==> src/rtl/i2c_bus_unstick_pkg.sv <==
// Package: shared state encoding and status codes for the bus recovery sequencer.
// Assumes: nothing beyond IEEE 1800-2017 packages.
package i2c_bus_unstick_pkg;

    typedef enum logic [2:0] {
        UN_IDLE   = 3'd0,
        UN_CHECK  = 3'd1,
        UN_STRETCH= 3'd2,
        UN_CLK_HI = 3'd3,
        UN_CLK_LO = 3'd4,
        UN_STOP_LO= 3'd5,
        UN_STOP_HI= 3'd6
    } unstick_state_t;

    localparam logic [1:0] CODE_OK      = 2'b00;
    localparam logic [1:0] CODE_SCL_BAD = 2'b01;

endpackage

==> src/rtl/unstick_counter.sv <==
// Module: bounded up-counter used for stretch waits, clock pulses and rounds.
// Assumes: clr has priority over inc; the caller never increments past LIMIT.
module unstick_counter #(
    parameter int LIMIT = 9,
    localparam int W    = $clog2(LIMIT + 1)
) (
    input  logic         clk,
    input  logic         rst_n,
    input  logic         clr,
    input  logic         inc,
    output logic [W-1:0] cnt_o,
    output logic         last_o,
    output logic         full_o
);

    logic [W-1:0] cnt_q;

    // Count register: cleared on request, advanced by one on inc.
    always_ff @(posedge clk) begin
        if (!rst_n)    cnt_q <= '0;
        else if (clr)  cnt_q <= '0;
        else if (inc)  cnt_q <= cnt_q + W'(1);
    end

    assign cnt_o  = cnt_q;
    assign last_o = (cnt_q == W'(LIMIT - 1));
    assign full_o = (cnt_q == W'(LIMIT));

endmodule

==> src/rtl/unstick_status_enc.sv <==
// Module: maps sampled line levels to the two-bit outcome code.
// Assumes: line inputs are synchronous samples; a low line means stuck.
module unstick_status_enc (
    input  logic       scl_lvl,
    input  logic       sda_lvl,
    output logic [1:0] code_o
);

    // Bit 1 flags data stuck low, bit 0 flags clock stuck low.
    always_comb begin
        code_o = {~sda_lvl, ~scl_lvl};
    end

endmodule

==> src/rtl/i2c_bus_unstick.sv <==
// Module: I2C bus recovery sequencer top. On start it samples both lines,
// waits a bounded time for clock stretching, then runs up to ROUNDS rounds
// of at most PULSES clock pulses each followed by a forced STOP, and reports
// the outcome.
// Assumes: tick_i is a one-clock pulse per bit delay; scl_in/sda_in are
// synchronized to clk; the lines are open-drain (released reads high unless held).
module i2c_bus_unstick
    import i2c_bus_unstick_pkg::*;
#(
    parameter int STRETCH_CHECKS = 10,
    parameter int PULSES         = 9,
    parameter int ROUNDS         = 3
) (
    input  logic       clk,
    input  logic       rst_n,
    input  logic       start_i,
    input  logic       tick_i,
    input  logic       scl_in,
    input  logic       sda_in,
    output logic       scl_pull_o,
    output logic       sda_pull_o,
    output logic       busy_o,
    output logic       done_o,
    output logic [1:0] status_o
);

    localparam int WW = $clog2(STRETCH_CHECKS + 1);
    localparam int PW = $clog2(PULSES + 1);
    localparam int RW = $clog2(ROUNDS + 1);

    unstick_state_t st_q, st_d;
    logic           done_q;
    logic [1:0]     status_q;
    logic [1:0]     fin_code, enc_code;
    logic           fin;
    logic           wait_clr, wait_inc, wait_last;
    logic           pls_clr, pls_inc, pls_full;
    logic           rnd_clr, rnd_inc, rnd_last;
    logic [WW-1:0]  wait_cnt;
    logic [PW-1:0]  pls_cnt;
    logic [RW-1:0]  rnd_cnt;
    logic           wait_unused_l, wait_unused_f;
    logic           pls_unused_l;
    logic           rnd_unused_f;

    unstick_counter #(.LIMIT(STRETCH_CHECKS)) u_wait_cnt (
        .clk(clk), .rst_n(rst_n), .clr(wait_clr), .inc(wait_inc),
        .cnt_o(wait_cnt), .last_o(wait_last), .full_o(wait_unused_f)
    );

    unstick_counter #(.LIMIT(PULSES)) u_pulse_cnt (
        .clk(clk), .rst_n(rst_n), .clr(pls_clr), .inc(pls_inc),
        .cnt_o(pls_cnt), .last_o(pls_unused_l), .full_o(pls_full)
    );

    unstick_counter #(.LIMIT(ROUNDS)) u_round_cnt (
        .clk(clk), .rst_n(rst_n), .clr(rnd_clr), .inc(rnd_inc),
        .cnt_o(rnd_cnt), .last_o(rnd_last), .full_o(rnd_unused_f)
    );

    unstick_status_enc u_enc (
        .scl_lvl(scl_in), .sda_lvl(sda_in), .code_o(enc_code)
    );

    assign wait_unused_l = 1'b0;

    // Next-state and counter control for the recovery procedure.
    always_comb begin
        st_d     = st_q;
        fin      = 1'b0;
        fin_code = enc_code;
        wait_clr = 1'b0;
        wait_inc = 1'b0;
        pls_clr  = 1'b0;
        pls_inc  = 1'b0;
        rnd_clr  = 1'b0;
        rnd_inc  = 1'b0;
        unique case (st_q)
            UN_IDLE: begin
                if (start_i) begin
                    st_d     = UN_CHECK;
                    wait_clr = 1'b1;
                    rnd_clr  = 1'b1;
                end
            end
            UN_CHECK: begin
                if (!scl_in) begin
                    st_d = UN_STRETCH;
                end else if (sda_in) begin
                    fin = 1'b1;
                end else begin
                    st_d    = UN_CLK_HI;
                    pls_clr = 1'b1;
                end
            end
            UN_STRETCH: begin
                if (tick_i) begin
                    if (scl_in && sda_in) begin
                        fin = 1'b1;
                    end else if (scl_in) begin
                        st_d    = UN_CLK_HI;
                        pls_clr = 1'b1;
                    end else if (wait_last) begin
                        fin      = 1'b1;
                        fin_code = CODE_SCL_BAD;
                    end else begin
                        wait_inc = 1'b1;
                    end
                end
            end
            UN_CLK_HI: begin
                if (tick_i) begin
                    if (sda_in || pls_full) begin
                        st_d = UN_STOP_LO;
                    end else begin
                        st_d    = UN_CLK_LO;
                        pls_inc = 1'b1;
                    end
                end
            end
            UN_CLK_LO: begin
                if (tick_i) st_d = UN_CLK_HI;
            end
            UN_STOP_LO: begin
                if (tick_i) st_d = UN_STOP_HI;
            end
            UN_STOP_HI: begin
                if (tick_i) begin
                    if ((scl_in && sda_in) || rnd_last) begin
                        fin = 1'b1;
                    end else begin
                        st_d    = UN_CLK_HI;
                        rnd_inc = 1'b1;
                        pls_clr = 1'b1;
                    end
                end
            end
            default: st_d = UN_IDLE;
        endcase
        if (fin) st_d = UN_IDLE;
    end

    // State, completion pulse and held status registers.
    always_ff @(posedge clk) begin
        if (!rst_n) begin
            st_q     <= UN_IDLE;
            done_q   <= 1'b0;
            status_q <= CODE_OK;
        end else begin
            st_q   <= st_d;
            done_q <= fin;
            if (fin) status_q <= fin_code;
        end
    end

    assign scl_pull_o = (st_q == UN_CLK_LO);
    assign sda_pull_o = (st_q == UN_STOP_LO);
    assign busy_o     = (st_q != UN_IDLE);
    assign done_o     = done_q;
    assign status_o   = status_q;

    // a run begins only in response to a start request.
    p_start_begins_run_r2: assert property (@(posedge clk) disable iff (!rst_n)
        $rose(busy_o) |-> $past(start_i));

    // SCL is pulled low only at a bit-delay boundary.
    p_pull_on_tick_r6: assert property (@(posedge clk) disable iff (!rst_n)
        $rose(scl_pull_o) |-> $past(tick_i));

    // SDA is only pulled while SCL is released.
    p_stop_scl_high_r7: assert property (@(posedge clk) disable iff (!rst_n)
        sda_pull_o |-> !scl_pull_o);

    // status bit 0 reflects SCL at the finishing sample.
    p_status_scl_r9: assert property (@(posedge clk) disable iff (!rst_n)
        done_o |-> (status_o[0] == !$past(scl_in)));

    // done is a single-cycle pulse issued with busy low.
    p_done_pulse_r10: assert property (@(posedge clk) disable iff (!rst_n)
        done_o |=> !done_o);

    p_done_idle_r10: assert property (@(posedge clk) disable iff (!rst_n)
        done_o |-> !busy_o);

    // lines are released while idle.
    p_idle_release_r10: assert property (@(posedge clk) disable iff (!rst_n)
        !busy_o |-> (!scl_pull_o && !sda_pull_o));

    // pulse count never exceeds its bound.
    p_pulse_bound_r6: assert property (@(posedge clk) disable iff (!rst_n)
        pls_cnt <= PW'(PULSES));

    // round index stays below the round bound.
    p_round_bound_r8: assert property (@(posedge clk) disable iff (!rst_n)
        rnd_cnt < RW'(ROUNDS));

    // stretch wait index stays below the check bound.
    p_wait_bound_r3: assert property (@(posedge clk) disable iff (!rst_n)
        wait_cnt < WW'(STRETCH_CHECKS));

endmodule

==> config.mk <==
export PLATFORM = sky130hd
export DESIGN_NAME = i2c_bus_unstick
export DESIGN_NICKNAME = d
export VERILOG_FILES = /design/src/rtl/i2c_bus_unstick_pkg.sv /design/src/rtl/unstick_counter.sv /design/src/rtl/unstick_status_enc.sv /design/src/rtl/i2c_bus_unstick.sv
export SDC_FILE = /design/constraint.sdc
export NUM_CORES = 1
export LEC_CHECK = 0
export BUFFER_PORTS_ARGS = -buffer_cell sky130_fd_sc_hd__buf_4
export CORE_MARGIN = 2
export CORE_UTILIZATION = 60
export CTS_BUF_LIST = sky130_fd_sc_hd__clkbuf_16
export CTS_CLUSTER_SIZE = 12
export DETAILED_ROUTE_END_ITERATION = 6
export GPL_TIMING_DRIVEN = 0
export PLACE_DENSITY = 0.82
export SYNTH_ARGS = -nofsm -noshare
export SYNTH_HDL_FRONTEND = slang
export SYNTH_HIERARCHICAL = 1
export SYNTH_SLANG_ARGS = --single-unit
export TNS_END_PERCENT = 50
==> constraint.sdc <==
create_clock -name clk -period 4.5 [get_ports clk]
set_input_delay 0.45 -clock clk [delete_from_list [all_inputs] [get_ports clk]]
set_output_delay 0.45 -clock clk [all_outputs]
set_load 0.05 [all_outputs]
# ---- After elaboration in Yosys (flattened, before gate mapping)
# Cells that the tools add are included.
dict set report totals {
  register_bits 16
  in_bits 6
  output_inout_bits 6
  elab_cells 86
}
dict set report classes {
  addsub 3
  n_eq_ne 19
  mux 46
  n_bitwise 3
  reduce_logical 9
}
# operator count
set op_table {}
lappend op_table {{$mux 3} 11}
lappend op_table {{$mux 1} 27}
lappend op_table {{$pmux 3 s7} 1}
lappend op_table {{$ne 2x2->1 const B} 9}
lappend op_table {{$mux 2} 5}
lappend op_table {{$reduce_and 10->1} 1}
lappend op_table {{$eq 3x3->1 const B} 3}
lappend op_table {{$add 4x1->4 const B} 2}
lappend op_table {{$eq 4x4->1 const B} 2}
lappend op_table {{$eq 3x2->1 const B} 2}
lappend op_table {{$pmux 1 s3} 2}
lappend op_table {{$reduce_or 2->1} 3}
lappend op_table {{$eq 3x1->1 const B} 1}
lappend op_table {{$logic_not 3->1} 1}
lappend op_table {{$ne 3x3->1 const B} 1}
lappend op_table {{$not 1->1} 3}
lappend op_table {{$reduce_bool 3->1} 1}
lappend op_table {{$add 2x1->2 const B} 1}
lappend op_table {{$eq 2x2->1 const B} 1}
lappend op_table {{$logic_or 1x1->1} 2}
lappend op_table {{$logic_and 1x1->1} 1}

# ---- Logic depth before layout (Yosys ltp)
dict set report depth {
  ltp_word 7
  depth_mapped 7
  mapped_depth_nobuf 7
}

# ---- Hierarchy
# The synthesis kept the hierarchy.
# module instances cells_each area_each_um2 seq_area_each_um2
set by_module_without_submodules {}
lappend by_module_without_submodules {i2c_bus_unstick 1 62 462.9 120.1}
lappend by_module_without_submodules {{unstick_counter (u_pulse_cnt)} 1 23 234.0 80.1}
lappend by_module_without_submodules {{unstick_counter (u_wait_cnt)} 1 23 227.7 80.1}
lappend by_module_without_submodules {{unstick_counter (u_round_cnt)} 1 10 111.4 40.0}
lappend by_module_without_submodules {unstick_status_enc 1 2 7.5 0.0}

# ---- Worst setup path after synthesis
# OpenSTA, ideal clock, no wires.
dict set report synth_timing {
  path_kind {flip-flop to output port}
  from {register st_q[0]}
  to {output scl_pull_o}
  arrival_ns 1.583
  t_required_ns 4.050
  path_slack_ns 2.467
  path_stages_with_launch 3
  path_buffers 1
  cell_sequence {dfxtp_1 > clkbuf_1 > nor3_1}
}
dict set report synth_via {
  elab_chain_len 1
}
# element line
set synth_lines {}
lappend synth_lines {{start: declaration} i2c_bus_unstick.sv:31} ;# unstick_state_t st_q, st_d;
lappend synth_lines {{start signal: assignment} i2c_bus_unstick.sv:150} ;# st_q <= st_d;
lappend synth_lines {{$eq 3x3->1} i2c_bus_unstick.sv:156} ;# assign scl_pull_o = (st_q == UN_CLK_LO);
lappend synth_lines {{end: declaration} i2c_bus_unstick.sv:20} ;# output logic scl_pull_o,
# Every way passes these cells.

# ---- Final worst setup path
dict set report layout_timing {
  from {register u_wait_cnt.cnt_q[1], in the netlist u_wait_cnt/cnt_o[1]}
  to {register u_wait_cnt.cnt_q[3], in the netlist u_wait_cnt/cnt_o[3]}
}
dict set report layout_via {
  elab_chain_len 6
  elab_cells_between_ends 7
  cone_classes {add/sub: 1; eq/ne: 1; mux: 5}
}
# element line
set layout_lines {}
lappend layout_lines {{start: declaration} unstick_counter.sv:16} ;# logic [W-1:0] cnt_q;
lappend layout_lines {{start signal: assignment} unstick_counter.sv:22} ;# else if (inc) cnt_q <= cnt_q + W'(1);
lappend layout_lines {{$eq 4x4->1} unstick_counter.sv:26} ;# assign last_o = (cnt_q == W'(LIMIT - 1));
lappend layout_lines {{net wait_last} i2c_bus_unstick.sv:36} ;# logic wait_clr, wait_inc, wait_last;
lappend layout_lines {{$mux 1} i2c_bus_unstick.sv:103} ;# end else if (wait_last) begin
lappend layout_lines {{$mux 1} i2c_bus_unstick.sv:100} ;# end else if (scl_in) begin
lappend layout_lines {{$mux 1} i2c_bus_unstick.sv:98} ;# if (scl_in && sda_in) begin
lappend layout_lines {{$mux 1} i2c_bus_unstick.sv:97} ;# if (tick_i) begin
lappend layout_lines {{$mux 1} i2c_bus_unstick.sv:78} ;# unique case (st_q)
lappend layout_lines {{net wait_inc} i2c_bus_unstick.sv:36}
# The timed path passes the listed nets, and every way through them passes these cells.
# A chain may end at the register's enable or synchronous reset.

==> results_dict.tcl <==
set metrics [dict create \
    cts-buffers-inserted 3 \
    max_stage_delay_ns 0.76 \
    timing.final.crit_share_pct 46.36 \
    p_per_area_mw_per_mm2 344.3 \
    clockRootBuffer "clkbuf_16" \
    final_nets 146 \
    crit_fanout 6 \
    crit_buf_inv 1 \
    status "completed" \
    clkTransAtPathRegs_ns 0.05 \
    initial_core_util_pct 65.67 \
    htree_num_levels 1 \
    viasPerCell 6.095 \
    grt_pass1_vias 829 \
    diodes 0 \
    worstMarginPinSlew_ns 0.9190 \
    drive_above_1_share_pct 18.94 \
    fin_ws_ns 2.414 \
    crit_chain "inv_1 -> ha_1 -> and3b_1 -> nor4_1 -> nand4_1 -> mux2i_1" \
    place_area_mm2 0.001115 \
    fin_crit_ns 2.086 \
    drcViolationCount 0 \
    relSlewSlack_pct 38.17 \
    grt_max_degree 14 \
    slew_viol_final 0 \
    hold_start "status_o[1]" \
    cp-end-kind "flip-flop" \
    worstHoldPathType "reg2reg" \
    p_total_uw 411.0 \
    setup.worst_path.start "u_wait_cnt/cnt_o[1]" \
    boundaryPins 12 \
    cap_violations 0 \
    area_delta_synth_final_pct 17.92 \
    grt_usage_pct 24.34 \
    dieArea_mm2 0.002032 \
    place.gp.congestion 0.8207 \
    synthCells 117 \
    hold_viol 0 \
    dp_hpwl_um 1423 \
    syn_area_mm2 0.001012 \
    antenna_found_initial 0 \
    drt-initial-drc-count 37 \
    core_mm2 0.001541 \
    final.setup.tns_ns 0 \
    die_width_um 45.08 \
    cp.required_ns 4.64 \
    power_leakage_uw 0.0004899 \
    cp_top_family "simple AND/OR/NAND/NOR gates" \
    fmax_ghz 0.4794 \
    critPathKind "reg2reg" \
    skew_ns 0.004962 \
    fillers 112 \
    design_area_mm2 0.001194 \
    die_h_um 45.08 \
    gr-total-overflow 0 \
    cp-start-kind "flip-flop" \
    post_cts_buffers 0 \
    place_ws_ns 2.415 \
    row_count 14 \
    cp.arrival_ns 2.23 \
    setup_viol 0 \
    wl_um 2121 \
    dr.pass1.iters 4 \
    crit_slowest_cell "nor4_1" \
    hold_slack_ns 0.4791 \
    ant_nets 0 \
    clk_latency_ns 0.25 \
    holdBufCountCts 0 \
    cts_sinks 16 \
    rsz0062_at_grt "no" \
    cts-resized-gates 0 \
    clockBufferDepth 2 \
    syn_nets 130 \
    io_buffers 11 \
    syn_area_per_cell_um2 8.651 \
    vdd_drop_max_uv 258.7 \
    vias 902 \
    tritoncts "done" \
    yosysWarnings 6 \
    grt_pass1_wl_um 3512 \
    wl_per_cell_um 14.33 \
    worstReg2RegStart "u_wait_cnt/cnt_o[1]" \
]
worst min-delay path, stage by stage, from the launching register on:
cell,delay (ns)
dfxtp_1,0.31
nand2_1,0.05
mux2i_1,0.06
registers in the layout, summed over array words and instances, names as in the netlist:
| register | count |
|---|---|
| done_o | 1 |
| st_q | 3 |
| status_o | 2 |
| u_pulse_cnt/cnt_o | 4 |
| u_round_cnt/cnt_o | 2 |
| u_wait_cnt/cnt_o | 4 |
worst paths after layout:
kind | depth (start not counted) | slack, ns | to
worst max-delay path | 6 | 2.41 | u_wait_cnt/cnt_o[3]
worst min-delay path | 2 | 0.48 | status_o[1]
worst max register to register | 6 | 2.41 | u_wait_cnt/cnt_o[3]
worst min register to register | 2 | 0.48 | status_o[1]
report_power, final:
group	total, µW	internal, µW	switching (µW)
Sequential	153	147	5.53
Clock	177	118	58.9
Combinational	81.2	31.5	49.7
Total	411	297	114
routing by layer:
metal,share of wire (%),wire length (µm),global-route usage (%)
met1,41,880,27.79
met2,51,1082,40.29
met3,5.5,116,6.400
met4,2.0,42,14.71
met5,0,0,0
layout make-up:
class | count | area (µm²) | area share, %
Inverter | 9 | 33.78 | 2.830
Buffer | 4 | 23.77 | 1.992
Multi-Input combinational cell | 88 | 634.4 | 53.14
Clock inverter | 1 | 3.754 | 0.3145
Tap cell | 16 | 20.02 | 1.677
Clock buffer | 3 | 75.07 | 6.289
Sequential cell | 16 | 320.3 | 26.83
Timing Repair Buffer | 11 | 82.58 | 6.918
placed cells by master (no fill, tap or decap), drive strengths merged, types with 3 or more instances in the layout:
master,n
dfxtp,16
buf,13
nor2,10
nand2,10
inv,9
nand3b,9
a21oi,7
ha,7
mux2i,5
clkbuf,5
o21ai,4
nand2b,4
xnor2,3
a211oi,3
or3b,3
stage by stage:
| stage | std cells | util, % |
|---|---|---|
| after floorplan | 117 | - |
| after global placement | 144 | 72.32 |
| after global routing | 148 | 77.44 |
| final | 148 | 77.44 |
| after detailed placement | 144 | 72.32 |
| after CTS | 148 | 77.44 |
No activity file was read; power rests on OpenSTA's default activity.
